$ cat config.mk
export PLATFORM = sky130hd
export DESIGN_NAME = clkdiv_aligned
export DESIGN_NICKNAME = d
export VERILOG_FILES = /design/src/rtl/clkdiv_pkg.sv /design/src/rtl/clkdiv_rst_sync.sv /design/src/rtl/clkdiv_arm.sv /design/src/rtl/clkdiv_toggle.sv /design/src/rtl/clkdiv_lock.sv /design/src/rtl/clkdiv_aligned.sv
export SDC_FILE = /design/constraint.sdc
export NUM_CORES = 1
export LEC_CHECK = 0
export BUFFER_PORTS_ARGS = -buffer_cell sky130_fd_sc_hd__buf_2
export CAP_MARGIN = 20
export CORE_MARGIN = 2
export CORE_UTILIZATION = 31
export DETAILED_ROUTE_END_ITERATION = 8
export GPL_ROUTABILITY_DRIVEN = 0
export HOLD_SLACK_MARGIN = 0.05
export PLACE_DENSITY_LB_ADDON = 0.25
export SLEW_MARGIN = 20
export SYNTH_ARGS = -nofsm -noshare
export SYNTH_HDL_FRONTEND = slang
export SYNTH_SLANG_ARGS = --single-unit
$ cat constraint.sdc
create_clock -name clk_fast -period 0.8 [get_ports clk_fast]
set_input_delay 0 -clock clk_fast [delete_from_list [all_inputs] [get_ports clk_fast]]
set_output_delay 0 -clock clk_fast [all_outputs]
set_load 0.01 [all_outputs]
$ cat src/rtl/clkdiv_pkg.sv
// Shared constants, the half-period type and the ratio decode for the divider.
// Assumes the largest ratio is 8, so the half period never exceeds 4.
package clkdiv_pkg;
    localparam int unsigned HALF_MAX = 4;
    localparam int unsigned HALF_W   = $clog2(HALF_MAX + 1);

    typedef logic [HALF_W-1:0] half_t;

    // Maps the ratio select onto a half period in fast-clock cycles.
    function automatic half_t sel_to_half(input logic [1:0] sel);
        case (sel)
            2'b00:   return half_t'(1);
            2'b01:   return half_t'(2);
            default: return half_t'(HALF_MAX);
        endcase
    endfunction
endpackage

$ cat src/rtl/clkdiv_rst_sync.sv
// Reset synchronizer: asserts asynchronously and releases after STAGES edges.
// Assumes STAGES >= 2.
module clkdiv_rst_sync #(
    parameter int unsigned STAGES = 2
) (
    input  logic clk,
    input  logic arst_n,
    output logic srst_n
);
    logic [STAGES-1:0] chain_q;

    // Shift ones through the chain once the asynchronous reset is removed.
    always_ff @(posedge clk or negedge arst_n) begin
        if (!arst_n) chain_q <= '0;
        else         chain_q <= {chain_q[STAGES-2:0], 1'b1};
    end

    assign srst_n = chain_q[STAGES-1];
endmodule

$ cat src/rtl/clkdiv_arm.sv
// Release latch: arms the divider on the first sampled release edge and
// freezes the ratio chosen at that edge. Release is ignored once armed.
module clkdiv_arm
    import clkdiv_pkg::*;
(
    input  logic       clk,
    input  logic       rst_n,
    input  logic       release_i,
    input  logic [1:0] sel,
    output logic       run_o,
    output half_t      half_o
);
    // Capture the run state and the ratio on the release edge.
    always_ff @(posedge clk or negedge rst_n) begin
        if (!rst_n) begin
            run_o  <= 1'b0;
            half_o <= half_t'(1);
        end else if (!run_o && release_i) begin
            run_o  <= 1'b1;
            half_o <= sel_to_half(sel);
        end
    end
endmodule

$ cat src/rtl/clkdiv_toggle.sv
// Half-period counter and output toggle. The counter holds at zero while not
// running. The output flips when the count reaches half-1.
module clkdiv_toggle
    import clkdiv_pkg::*;
(
    input  logic  clk,
    input  logic  rst_n,
    input  logic  run,
    input  half_t half,
    output logic  div_o,
    output logic  rise_o
);
    half_t cnt_q;
    logic  wrap;

    // Detect the end of a half period.
    always_comb wrap = run && (cnt_q == half - half_t'(1));

    // Advance the counter and flip the output at each wrap.
    always_ff @(posedge clk or negedge rst_n) begin
        if (!rst_n) begin
            cnt_q <= '0;
            div_o <= 1'b0;
        end else if (run) begin
            if (wrap) begin
                cnt_q <= '0;
                div_o <= ~div_o;
            end else begin
                cnt_q <= cnt_q + half_t'(1);
            end
        end
    end

    // Flag a wrap that will take the output from low to high.
    always_comb rise_o = wrap && !div_o;
endmodule

$ cat src/rtl/clkdiv_lock.sv
// Lock flag: sets on the first upward toggle and holds until reset.
module clkdiv_lock (
    input  logic clk,
    input  logic rst_n,
    input  logic rise,
    output logic locked_o
);
    // Sticky set on the first rising toggle.
    always_ff @(posedge clk or negedge rst_n) begin
        if (!rst_n)    locked_o <= 1'b0;
        else if (rise) locked_o <= 1'b1;
    end
endmodule

$ cat src/rtl/clkdiv_aligned.sv
// Top of the phase-aligned divider. Synchronizes reset, arms on release,
// counts half periods and reports lock. Every flop is clocked by clk_fast.
module clkdiv_aligned
    import clkdiv_pkg::*;
#(
    parameter int unsigned SYNC_STAGES = 2
) (
    input  logic       clk_fast,
    input  logic       rst_n,
    input  logic       release_i,
    input  logic [1:0] div_sel,
    output logic       clk_div_o,
    output logic       locked_o
);
    logic  rst_sync_n;
    logic  run_q;
    half_t half_q;
    logic  rise_evt;

    clkdiv_rst_sync #(.STAGES(SYNC_STAGES)) u_sync (
        .clk    (clk_fast),
        .arst_n (rst_n),
        .srst_n (rst_sync_n)
    );

    clkdiv_arm u_arm (
        .clk       (clk_fast),
        .rst_n     (rst_sync_n),
        .release_i (release_i),
        .sel       (div_sel),
        .run_o     (run_q),
        .half_o    (half_q)
    );

    clkdiv_toggle u_tog (
        .clk    (clk_fast),
        .rst_n  (rst_sync_n),
        .run    (run_q),
        .half   (half_q),
        .div_o  (clk_div_o),
        .rise_o (rise_evt)
    );

    clkdiv_lock u_lock (
        .clk      (clk_fast),
        .rst_n    (rst_sync_n),
        .rise     (rise_evt),
        .locked_o (locked_o)
    );
endmodule

Word-level counts from Yosys, hierarchy flattened
Index checks and enable logic that the tools add are counted.

Logic and storage cells: 20. Output and inout port bits: 2. Flip-flop bits (word level): 11. Bits of input ports: 5.

Reduce and logical (&&, ||, !) cells: 7. Add/subtract/negate cells: 2. Multiplexer cells: 2. Bitwise operators: 1. Eq/ne operators: 2.

Operators by type and width (count): 3-bit case mux with 2 select lines (1); 3-bit by 1-bit adder with 3-bit output, second input constant (1); 3-bit == test (1); 1-bit logical AND (3); 3-bit 2-to-1 mux (1); 3-bit by 1-bit subtractor with 3-bit output, second input constant (1); 2-bit by 1-bit == test with 1-bit output, second input constant (1); 1-bit zero test (2); 2-bit zero test (1); 2-bit AND reduction (1); 1-bit NOT (1).

Depth between registers and ports, before layout
Depth after elaboration: 4. Gate-level depth with buffers: 5. Mapped depth without buffers: 5.

Cells and area by module
From an unflattened synthesis, not the netlist that was laid out.

Cell total of the unflattened synthesis: 39. Area, all modules: 519.2 µm².

Modules (own cells, without submodules): clkdiv_toggle (cells an instance 23, times used 1, area each 257.7 µm²); clkdiv_arm (cells an instance 11, times used 1, area each 176.4 µm²); clkdiv_rst_sync (cells an instance 3, times used 1, area each 53.8 µm²); clkdiv_lock (cells an instance 2, times used 1, area each 31.3 µm²).

Worst setup path before layout
Ideal clock, no wire load.

Kind: reg2reg. Start point: reg u_arm.half_o[0]. End point: reg u_tog.cnt_q[0]. Arrival: 1.528 ns. Slack: -0.792 ns. Data required time: 0.736 ns. Period minus slack after synthesis: 1.592 ns. Cell stages (with the launch flop): 6. Cell sequence: dfstp_2 > inv_1 > ha_1 > xnor3_1 > a311oi_1 > a21o_1.

Word-level cells in the longest chain between the ends: 4.

Ends and longest elaborated chain: start: declaration (line clkdiv_arm.sv:11) `output half_t half_o`; start signal: assignment (line clkdiv_arm.sv:17) `half_o <= half_t'(1);`; start signal: assignment (line clkdiv_arm.sv:20) `half_o <= sel_to_half(sel);`; 3-bit by 1-bit subtractor with 3-bit output (line clkdiv_toggle.sv:17) `always_comb wrap = run && (cnt_q == half - half_t'(1));`; 3-bit == test (line clkdiv_toggle.sv:17); 1-bit logical AND (line clkdiv_toggle.sv:17); 3-bit 2-to-1 mux (line clkdiv_toggle.sv:25) `if (wrap) begin`; end signal: assignment (line clkdiv_toggle.sv:29) `cnt_q <= cnt_q + half_t'(1);`; end: declaration (line clkdiv_toggle.sv:13) `half_t cnt_q;`.

No other way between the ends. A chain may end at the register's enable or synchronous reset.

Worst setup path after layout
Start point: reg u_arm.half_o[0]. End point: reg u_tog.div_o.

Word-level cells in the longest chain between the ends: 4.

Ends and longest elaborated chain: 3-bit by 1-bit subtractor with 3-bit output (line clkdiv_toggle.sv:17); 3-bit == test (line clkdiv_toggle.sv:17); 1-bit logical AND (line clkdiv_toggle.sv:17); 2-bit AND reduction (no line); end signal: assignment (line clkdiv_toggle.sv:27) `div_o <= ~div_o;`; end: declaration (line clkdiv_toggle.sv:10) `output logic div_o,`.

No other way between the ends.

==> results.ini <==
[setup_path]
start_kind=flip-flop
endpoint_kind=flip-flop
critPathKind=flip-flop to flip-flop
worstPathMaxFanout=5
cp_cell_sequence=inv_2 -> ha_4 -> xor2_4 -> nand4_1 -> xnor2_1
path_buf_inv=1
critPathRequiredTime_ps=960
path_delay_family=flip-flops
cp.arrival_ps=1640
cpMaxStageDelayCell=dfstp_2
cp_slowest_stage_delay_ps=540

[floorplanning]
io_pins=7
die_area_mm2=0.001992
start_util_pct=33.58
die_h_um=44.63
rows=14
core_area_mm2=0.001524
die_w_um=44.63

[sta]
setup_viol=10
fin_ws_ps=-682.0
finalHoldViolCount=1
clock_skew_ps=1.961
final-max-slew-violation-count=0
min_period_over_period_pct=185.3
clock.fmax_mhz=674.8
min_period_ps=1482
hold_slack_ps=-12.51
rsz0062_at_grt=yes

[worst_hold_path]
hold_class=input port to flip-flop

[final_layout]
diodes=0
multi_input_comb_area_um2=279.0
fillers=140
regArea_um2=276.5
finalNetCount=73
finalInstanceArea_um2=755.7
area_growth_pct=47.68
final_cells=81
final_cell_mix=dfrtp_1, buf_2, buf_4
drive_above_1_share_pct=44.62
layout_commonest_cell=dfrtp_1

[placed_design]
dpl_cell_area_um2=638.1
dp.cells=71
place_ws_ps=-682.8
numPortBuffers=6
dp_hpwl_um=690.9

[synth]
avgSynthCellArea_um2=11.90
synth-seq-area-share_pct=54.03
yosys.area.top_type=dfrtp_1
synth_area_leaders=dfrtp_1, dfstp_2, xor2_1
ys_ff_latch=11
ys_warn_count=0
synth_cell_types=22
synth_area_um2=511.7
synth_fp_nets=50
yosys.area.top_type_share_pct=48.90
netlist_instances=43

[job]
maxCapViolCount=0

[power_and_ir_drop]
leakage_nw=0.3631
powerDensity_mw_per_mm2=2830
ir_drop_mv=1.264

[detailed_routing]
routed_wl_um=963
viasPerCell=4.716
wire_per_inst_um=11.89
postRouteAntennaNets=0
drc=0
num_vias=382
dr.pass1.iters=6
drtIter0Drc=11

[status]
outcome=finished with violations
violations=hold timing, setup timing

[cts]
cts_hold_buf=4
cts.sinks=11
clk_pin_slew_ps=70
cts_buffers=3
cts_tree=yes
clock_latency_ps=270
cts_root_buf=clkbuf_4
htreeDepth=1
clk_path_buf_depth=2

[global_route]
grtUsageTotal_pct=12.52
antenna_found_initial=0
grt_overflow_total=0
grt_max_degree=10
grt_pass1_wl_um=1704
first_global_vias=406

state kept, by name, summed over array words and instances (netlist names):
name	flops
u_tog.cnt_q	3
u_lock.locked_o	1
u_tog.div_o	1
u_sync.chain_q	2
u_arm.run_o	1
u_arm.half_o	3
metrics by stage:
step | util [%] | setup TNS (ps) | power, mW
2_1_floorplan | - | -3422 | 1.477
3_3_place_gp | 41.87 | -3654 | 1.695
3_5_place_dp | 41.87 | -3759 | 1.710
4_1_cts | 49.84 | -3768 | 2.176
5_1_grt | 49.59 | -4203 | 2.305
6_report | 49.59 | -3676 | 2.139
worst reg2reg max path: stages (launching register included):
cell and delay [ps]:
dfstp_2 540, inv_2 40, ha_4 280, xor2_4 190, nand4_1 150, xnor2_1 160
layer usage:
metal  track usage (%)  vias up  wire [um]
li1                  -      191          -
met1             15.56      183        445
met2             18.26        8        475
met3             6.122        0         43
met4             5.455        0          0
met5                 0        -          0
final cells by class:
cell class / count / share of cell area, %
inverter: 3 / 1.490
sequential: 11 / 36.59
clock buffer: 3 / 2.980
multi-input combinational: 29 / 36.92
clock inverter: 1 / 0.6623
timing repair buffer: 18 / 18.71
tap: 16 / 2.649
report_power, final:
part / internal [mW] / switching [mW] / total (mW)
registers: 0.713 / 0.146 / 0.859
clock network: 0.185 / 0.189 / 0.375
logic: 0.519 / 0.386 / 0.905
total: 1.42 / 0.721 / 2.14
synth_stat cells (all sizes together):
| library cell | count |
|---|---|
| ha | 2 |
| and3 | 1 |
| o31ai | 1 |
| nand4 | 1 |
| xor2 | 3 |
| dfstp | 1 |
| xnor3 | 1 |
| o21ai | 1 |
| a311oi | 1 |
| conb | 1 |
| mux2 | 1 |
| inv | 3 |
| xnor2 | 2 |
| or2 | 1 |
| o21bai | 1 |
| a21o | 1 |
| nand2b | 2 |
| a31oi | 2 |
| dfrtp | 10 |
| nand2 | 5 |
| o2bb2ai | 1 |
| o22a | 1 |
worst paths after layout:
kind                            depth (start not counted)                           to                         from  slack, ps
worst max-delay path                                    5      u_tog.div_o$_DFFE_PN0P_  u_arm.half_o[0]$_DFFE_PN1P_       -680
worst min-delay path                                    2      u_arm.run_o$_DFFE_PN0P_                    release_i        -10
worst max register to register                          5      u_tog.div_o$_DFFE_PN0P_  u_arm.half_o[0]$_DFFE_PN1P_       -680
worst min register to register                          0      u_arm.run_o$_DFFE_PN0P_  u_sync.chain_q[1]$_DFF_PN0_        160
max in group asynchronous                               3  u_sync.chain_q[0]$_DFF_PN0_                        rst_n        100
min in group asynchronous                               0      u_arm.run_o$_DFFE_PN0P_  u_sync.chain_q[1]$_DFF_PN0_        160
kinds of logic after synthesis:
kind of cell | share of synthesized area (%)
AOI/OAI and AO/OA | 12.96
DFF | 54.04
xor gates and xnor gates | 12.96
adders and majority gates | 4.889
and+or+nand+nor | 10.03
muxes | 2.200
buffers and inverters | 2.200
other | 0.7328
repair_timing:
item                                    4_1_cts  5_1_grt
endpoints found under the setup margin       11       11
gates cloned                                  0        0
buffers inserted                              3        0
endpoints found under the hold margin         6        2
resized for setup                             9        2
pin swaps                                     3        1
(Power assumes the default switching activity.)
